--- src/rtl/rpt_pkg.sv ---
package rpt_pkg;

  localparam int ADDR_W = 3;

  localparam logic [ADDR_W-1:0] A_STAT    = 3'd0;
  localparam logic [ADDR_W-1:0] A_RLD_LO  = 3'd1;
  localparam logic [ADDR_W-1:0] A_RLD_HI  = 3'd2;
  localparam logic [ADDR_W-1:0] A_DUTY_HI = 3'd3;
  localparam logic [ADDR_W-1:0] A_DUTY_LO = 3'd4;
  localparam logic [ADDR_W-1:0] A_PWM     = 3'd5;
  localparam logic [ADDR_W-1:0] A_CNT_LO  = 3'd6;
  localparam logic [ADDR_W-1:0] A_CNT_HI  = 3'd7;

  typedef enum logic [1:0] {
    CK_OFF  = 2'b00,
    CK_SYS  = 2'b01,
    CK_SLOW = 2'b10,
    CK_HALT = 2'b11
  } clk_sel_t;

  // Step qualifier: which clock edges advance the counter
  function automatic logic step_enable(clk_sel_t sel, logic tick);
    case (sel)
      CK_SYS:  return 1'b1;
      CK_SLOW: return tick;
      default: return 1'b0;
    endcase
  endfunction

endpackage

--- src/rtl/rpt_regs.sv ---
module rpt_regs
  import rpt_pkg::*;
#(
  parameter int CNT_W  = 12,
  parameter int DATA_W = 8
) (
  input  logic              clk,
  input  logic              rst_n,
  input  logic              wr_en,
  input  logic              rd_en,
  input  logic [ADDR_W-1:0] addr,
  input  logic [DATA_W-1:0] wdata,
  input  logic              ovf_evt,
  input  logic              cmp_evt,
  input  logic [CNT_W-1:0]  cnt,
  output logic [DATA_W-1:0] rdata,
  output logic              ovf_ie,
  output logic              cmp_ie,
  output clk_sel_t          clk_sel,
  output logic              oe,
  output logic              pol,
  output logic [CNT_W-1:0]  reload_pre,
  output logic [CNT_W-1:0]  duty_pre,
  output logic              ovf_flag,
  output logic              cmp_flag,
  output logic              stat_rd
);

  localparam int HI_W = CNT_W - DATA_W;

  logic [HI_W-1:0] duty_stage;
  logic            wr_hit;

  // Upper part of a wide value, zero-extended to one data byte
  function automatic logic [DATA_W-1:0] hi_byte(logic [CNT_W-1:0] v);
    return DATA_W'(v[CNT_W-1:DATA_W]);
  endfunction

  // Sticky flag: a set in the same cycle beats the clear
  function automatic logic flag_next(logic cur, logic set, logic clr);
    return set | (cur & ~clr);
  endfunction

  assign wr_hit  = wr_en;
  assign stat_rd = rd_en && (addr == A_STAT);

  always_ff @(posedge clk or negedge rst_n) begin
    if (!rst_n) begin
      ovf_ie     <= 1'b0;
      cmp_ie     <= 1'b0;
      clk_sel    <= CK_OFF;
      oe         <= 1'b0;
      pol        <= 1'b0;
      reload_pre <= '0;
      duty_pre   <= '0;
      duty_stage <= '0;
    end else if (wr_hit) begin
      case (addr)
        A_STAT: begin
          ovf_ie  <= wdata[0];
          cmp_ie  <= wdata[1];
          clk_sel <= clk_sel_t'(wdata[3:2]);
        end
        A_RLD_LO:  reload_pre[DATA_W-1:0]     <= wdata;
        A_RLD_HI:  reload_pre[CNT_W-1:DATA_W] <= wdata[HI_W-1:0];
        A_DUTY_HI: duty_stage                 <= wdata[HI_W-1:0];
        A_DUTY_LO: duty_pre                   <= {duty_stage, wdata};
        A_PWM: begin
          oe  <= wdata[0];
          pol <= wdata[1];
        end
        default: ;
      endcase
    end
  end

  always_ff @(posedge clk or negedge rst_n) begin
    if (!rst_n) begin
      ovf_flag <= 1'b0;
      cmp_flag <= 1'b0;
    end else begin
      ovf_flag <= flag_next(ovf_flag, ovf_evt, stat_rd);
      cmp_flag <= flag_next(cmp_flag, cmp_evt, stat_rd);
    end
  end

  always_comb begin
    case (addr)
      A_STAT:    rdata = DATA_W'({cmp_flag, ovf_flag, clk_sel, cmp_ie, ovf_ie});
      A_RLD_LO:  rdata = reload_pre[DATA_W-1:0];
      A_RLD_HI:  rdata = hi_byte(reload_pre);
      A_DUTY_HI: rdata = hi_byte(duty_pre);
      A_DUTY_LO: rdata = duty_pre[DATA_W-1:0];
      A_PWM:     rdata = DATA_W'({pol, oe});
      A_CNT_LO:  rdata = cnt[DATA_W-1:0];
      A_CNT_HI:  rdata = hi_byte(cnt);
      default:   rdata = '0;
    endcase
  end

endmodule

--- src/rtl/rpt_counter.sv ---
module rpt_counter #(
  parameter int CNT_W = 12
) (
  input  logic             clk,
  input  logic             rst_n,
  input  logic             step_en,
  input  logic [CNT_W-1:0] reload_pre,
  input  logic [CNT_W-1:0] duty_pre,
  output logic [CNT_W-1:0] cnt,
  output logic [CNT_W-1:0] duty_sh,
  output logic             ovf_evt
);

  localparam logic [CNT_W-1:0] CNT_MAX = '1;

  function automatic logic at_top(logic [CNT_W-1:0] v);
    return v == CNT_MAX;
  endfunction

  function automatic logic [CNT_W-1:0] advance(logic [CNT_W-1:0] v,
                                               logic [CNT_W-1:0] rld);
    return at_top(v) ? rld : v + 1'b1;
  endfunction

  assign ovf_evt = step_en && at_top(cnt);

  always_ff @(posedge clk or negedge rst_n) begin
    if (!rst_n) begin
      cnt     <= '0;
      duty_sh <= '0;
    end else begin
      if (step_en) cnt <= advance(cnt, reload_pre);
      if (ovf_evt) duty_sh <= duty_pre;
    end
  end

endmodule

--- src/rtl/rpt_channel.sv ---
module rpt_channel #(
  parameter int CNT_W = 12
) (
  input  logic             step_en,
  input  logic [CNT_W-1:0] cnt,
  input  logic [CNT_W-1:0] duty_sh,
  input  logic             oe,
  input  logic             pol,
  output logic             cmp_evt,
  output logic             pwm_out,
  output logic             pwm_oe
);

  // Uninverted level: high from reload until the count reaches the duty value
  function automatic logic raw_level(logic [CNT_W-1:0] c, logic [CNT_W-1:0] d);
    return c < d;
  endfunction

  logic level;

  assign cmp_evt = step_en && (cnt == duty_sh);
  assign level   = raw_level(cnt, duty_sh) ^ pol;
  assign pwm_oe  = oe;
  assign pwm_out = oe & level;

endmodule

--- src/rtl/reload_pwm_timer.sv ---
module reload_pwm_timer
  import rpt_pkg::*;
#(
  parameter int CNT_W  = 12,
  parameter int DATA_W = 8
) (
  input  logic              clk,
  input  logic              rst_n,
  input  logic              tick_slow,
  input  logic              wr_en,
  input  logic              rd_en,
  input  logic [2:0]        addr,
  input  logic [DATA_W-1:0] wdata,
  output logic [DATA_W-1:0] rdata,
  output logic              pwm_out,
  output logic              pwm_oe,
  output logic              irq_ovf,
  output logic              irq_cmp
);

  clk_sel_t         clk_sel;
  logic             step_en;
  logic             ovf_evt;
  logic             cmp_evt;
  logic             ovf_ie;
  logic             cmp_ie;
  logic             ovf_flag;
  logic             cmp_flag;
  logic             stat_rd;
  logic             oe;
  logic             pol;
  logic [CNT_W-1:0] cnt;
  logic [CNT_W-1:0] duty_sh;
  logic [CNT_W-1:0] reload_pre;
  logic [CNT_W-1:0] duty_pre;

  assign step_en = step_enable(clk_sel, tick_slow);
  assign irq_ovf = ovf_flag & ovf_ie;
  assign irq_cmp = cmp_flag & cmp_ie;

  rpt_regs #(.CNT_W(CNT_W), .DATA_W(DATA_W)) u_regs (
    .clk(clk), .rst_n(rst_n), .wr_en(wr_en), .rd_en(rd_en), .addr(addr),
    .wdata(wdata), .ovf_evt(ovf_evt), .cmp_evt(cmp_evt), .cnt(cnt),
    .rdata(rdata), .ovf_ie(ovf_ie), .cmp_ie(cmp_ie), .clk_sel(clk_sel),
    .oe(oe), .pol(pol), .reload_pre(reload_pre), .duty_pre(duty_pre),
    .ovf_flag(ovf_flag), .cmp_flag(cmp_flag), .stat_rd(stat_rd)
  );

  rpt_counter #(.CNT_W(CNT_W)) u_counter (
    .clk(clk), .rst_n(rst_n), .step_en(step_en), .reload_pre(reload_pre),
    .duty_pre(duty_pre), .cnt(cnt), .duty_sh(duty_sh), .ovf_evt(ovf_evt)
  );

  rpt_channel #(.CNT_W(CNT_W)) u_channel (
    .step_en(step_en), .cnt(cnt), .duty_sh(duty_sh), .oe(oe), .pol(pol),
    .cmp_evt(cmp_evt), .pwm_out(pwm_out), .pwm_oe(pwm_oe)
  );

endmodule

--- config.mk ---
export PLATFORM = sky130hd
export DESIGN_NAME = reload_pwm_timer
export DESIGN_NICKNAME = d
export VERILOG_FILES = /design/src/rtl/rpt_pkg.sv /design/src/rtl/rpt_regs.sv /design/src/rtl/rpt_counter.sv /design/src/rtl/rpt_channel.sv /design/src/rtl/reload_pwm_timer.sv
export SDC_FILE = /design/constraint.sdc
export NUM_CORES = 1
export LEC_CHECK = 0
export CAP_MARGIN = 15
export CORE_ASPECT_RATIO = 0.75
export CORE_MARGIN = 1.5
export CORE_UTILIZATION = 35
export DETAILED_ROUTE_END_ITERATION = 10
export GPL_TIMING_DRIVEN = 0
export SLEW_MARGIN = 20
export SYNTH_ARGS = -nofsm -noshare
export SYNTH_HDL_FRONTEND = slang
export SYNTH_SLANG_ARGS = --single-unit
--- constraint.sdc ---
create_clock -name clk -period 2.3 [get_ports clk]
set_input_delay 0.46 -clock clk [delete_from_list [all_inputs] [get_ports clk]]
set_output_delay 0.46 -clock clk [all_outputs]
set_load 0.03 [all_outputs]
==> flow_summary.toml <==
[synthesis]
synth_warnings = 0
yosysTopAreaCellShare_pct = 45.9
synthTopCellsByArea = "dfrtp_1 (46%), mux2_1 (10%), ha_1 (5.7%), mux2_4 (4.1%), a21oi_1 (3.1%)"
synth_seq_area_share_pct = 45.9
syn-num-nets = 333
synthArstFlopShare_pct = 100
syn_inst = 302
synth_area_leader_cell = "dfrtp_1"
synth_cell_types = 48
synth_seq_cells = 60
synth_enable_flop_cells = 0
syn_area_per_cell_um2 = 10.8
syn-cell-area_um2 = 3270
synth-main-ff-cell = "dfrtp_1"

[cts]
clkSinkCount = 60
cts-buffers-inserted = 9
h-tree-depth = 3
clk_transition_reported_paths_ns = 0.05
ctsRootBufferMaster = "clkbuf_16"
clkLatencyLatePin_ns = 0.34
clockBufferDepth = 2
cts_tree = "yes"

[cells_and_area]
diodes = 0
syn2layout_area_growth_pct = 30.4
nets = 383
drive_gt1_share_pct = 28.0
fill_cells = 869
final_cells = 485
stdcell_area_um2 = 4270

[die]
io_pins = 28
row_count = 30
die_x_um = 115
core-area_um2 = 9080
dieArea_um2 = 9950
die_h_um = 86.8
initial_utilization_pct = 36.0

[placed_design]
placed_cell_area_um2 = 3720
dp_hpwl_um = 6390
gp_congestion = 0.888
portBuffers = 26
placed_cells = 457

[timing]
slew_violations = 0
finalHoldViolCount = 0
finalSetupViolations = 2
min_period_over_period_pct = 115
skew_ns = 0.00562
rsz0062_at_grt = "true"
max_slew_margin_pct = 50.3
fmax_mhz = 378
fin_hold_ws_ns = 0.00975
tightest_slew_ns = 0.742
period_needed_ns = 2.64
worst_slack_ns = -0.344

[run_status]
violations = "setup timing"
run_status = "finished, violations left"

[critical_path]
crit_required_ns = 1.84
end_kind = "output port"
arrival_ns = 2.18
worstPathMaxFanout = 7
cp_slowest_stage_delay_ns = 0.46
cp-start-kind = "flop"
cp_cell_sequence = "ha_1 > nand4_1 > or2_1 > a21oi_2 > or4_4 > a21boi_2 > buf_6"
critPathKind = "reg2out"
critical_path.slowest_cell = "dfrtp_2"

[global_route]
grt_max_degree = 43
grt_use_total_pct = 19.6
overflow = 0
grt_pass1_wl_um = 14200
grt_pass1_vias = 2486
antenna_found_initial = 0

[flow_run]
maxCapViolCount = 0

[drt]
viasPerCell = 5.16
postRouteAntennaNets = 0
first_pass_iters = 4
totalWireLength_um = 9010
dr_total_vias = 2504
drt_iter0_markers = 163
routedWlPerCell_um = 18.6
route.detailed.drc = 0

[power_and_ir_drop]
p_leak_nw = 1.90
ir_drop_mv = 0.481
p_per_area_nw_per_um2 = 945

[min_path]
hp-class = "in2async"
## cells by family (layout without fill, tap and decap cells)
logic type               count (synthesis)  after routing  share of synthesized area, %
AND/OR/NAND/NOR                         78             78                          12.6
multiplexers                            51             51                          18.3
buffers and inverters                   30             85                          4.09
AO/OA/AOI/OAI                           61             61                          11.5
XOR/XNOR                                 7              7                          1.87
adder cells (fa/ha/maj)                 15             15                          5.73
flip-flops                              60             60                          45.9
## placed cells by master (no fill, tap or decap), types with 3 or more instances in the layout
cell type,instances
a21o_1,5
a21oi_1,16
a21oi_2,4
and2_1,3
and3_1,3
buf_2,8
buf_4,17
buf_6,5
clkbuf_16,9
clkbuf_8,3
clkdlybuf4s50_1,14
dfrtp_1,54
dfrtp_2,6
ha_1,10
ha_4,5
inv_1,14
inv_2,5
mux2_1,29
mux2_2,6
mux2_4,9
mux2i_1,6
nand2_1,21
nand3_1,9
nand4_1,7
nor2_1,14
nor2b_1,4
nor3_1,3
nor3_2,4
o21a_1,3
o21ai_1,13
xnor2_1,7
## worst max-delay path, delay by kind of cell, from the launching register on
family	cells	cell delay [ns]
buf+inv	1	0.15
fa+ha+maj	1	0.34
simple gates	3	0.66
compound gates	2	0.25
flops	1	0.46
## cell usage after synthesis, types with 4 or more instances
cell type / instances
a21o_1: 5
a21oi_1: 20
buf_2: 5
dfrtp_1: 60
ha_1: 15
inv_1: 17
mux2_1: 29
mux2_2: 6
mux2_4: 9
mux2i_1: 7
nand2_1: 21
nand3_1: 9
nand4_1: 7
nor2_1: 14
nor2b_1: 4
nor3_1: 4
o21ai_1: 12
xnor2_1: 7
## final timing paths
| check | startpoint | end | slack (ns) | depth (start not counted) |
|---|---|---|---|---|
| setup / recovery | u_counter.cnt[9] | pwm_out | -0.34 | 7 |
| hold / removal | rst_n | u_counter.duty_sh[8] | 0.01 | 1 |
| setup reg to reg | u_regs.clk_sel[0] | u_counter.duty_sh[8] | 0.15 | 6 |
| hold reg to reg | u_regs.duty_stage[0] | u_regs.duty_pre[8] | 0.49 | 1 |
| max in group asynchronous | rst_n | u_regs.duty_pre[1] | 1.77 | 2 |
| min in group clk | u_regs.duty_stage[0] | u_regs.duty_pre[8] | 0.49 | 1 |
## repair_timing
action                     4_1_cts  5_1_grt
buffers inserted                 7        3
hold endpoints to repair         0        0
gates cloned                     1        1
resized for setup               63       28
hold buffers                     0        0
setup endpoints to repair        9       13
pin swaps                        2        6
## metal layers
metal	share of wire [%]	global-route usage (%)
met5	0	0
met4	1.1	6.48
met3	6.7	5.38
met2	40	26.3
met1	52	29.9
## sequential cells by signal, indices dropped and copies added (netlist names)
register           flops
u_counter.cnt         12
u_counter.duty_sh     12
u_regs.duty_pre       12
u_regs.reload_pre     12
u_regs.duty_stage      4
u_regs.clk_sel         2
u_regs.cmp_flag        1
u_regs.cmp_ie          1
u_regs.oe              1
u_regs.ovf_flag        1
u_regs.ovf_ie          1
u_regs.pol             1
## cell type report
type	count	area, um^2	share of cell area (%)
flip-flops and latches	60	1510	35.3
plain buffers	11	88.8	2.08
clock inverters	4	70.1	1.64
well taps	128	160	3.75
inverters	19	71.3	1.67
repair buffers	39	327	7.65
multi-input cells	212	1780	41.6
clock buffers	12	267	6.24
## report_power, final
group,internal [mW],switching (mW)
logic,0.491,0.526
registers,1.25,0.244
clock network,1.03,0.486
## metrics by stage
stage	total power, mW	utilization (%)	TNS [ns]	setup slack (ns)
finish	4.03	47.0	-0.354	-0.344
global route	4.23	47.0	-0.502	-0.434
CTS	3.97	46.2	-0.378	-0.378
detailed placement	2.37	41.0	-12.54	-1.09
floorplan	2.00	-	-0.0361	-0.0361
global placement	2.34	40.8	-87.07	-1.26
Power figures use the tool's default switching activity.
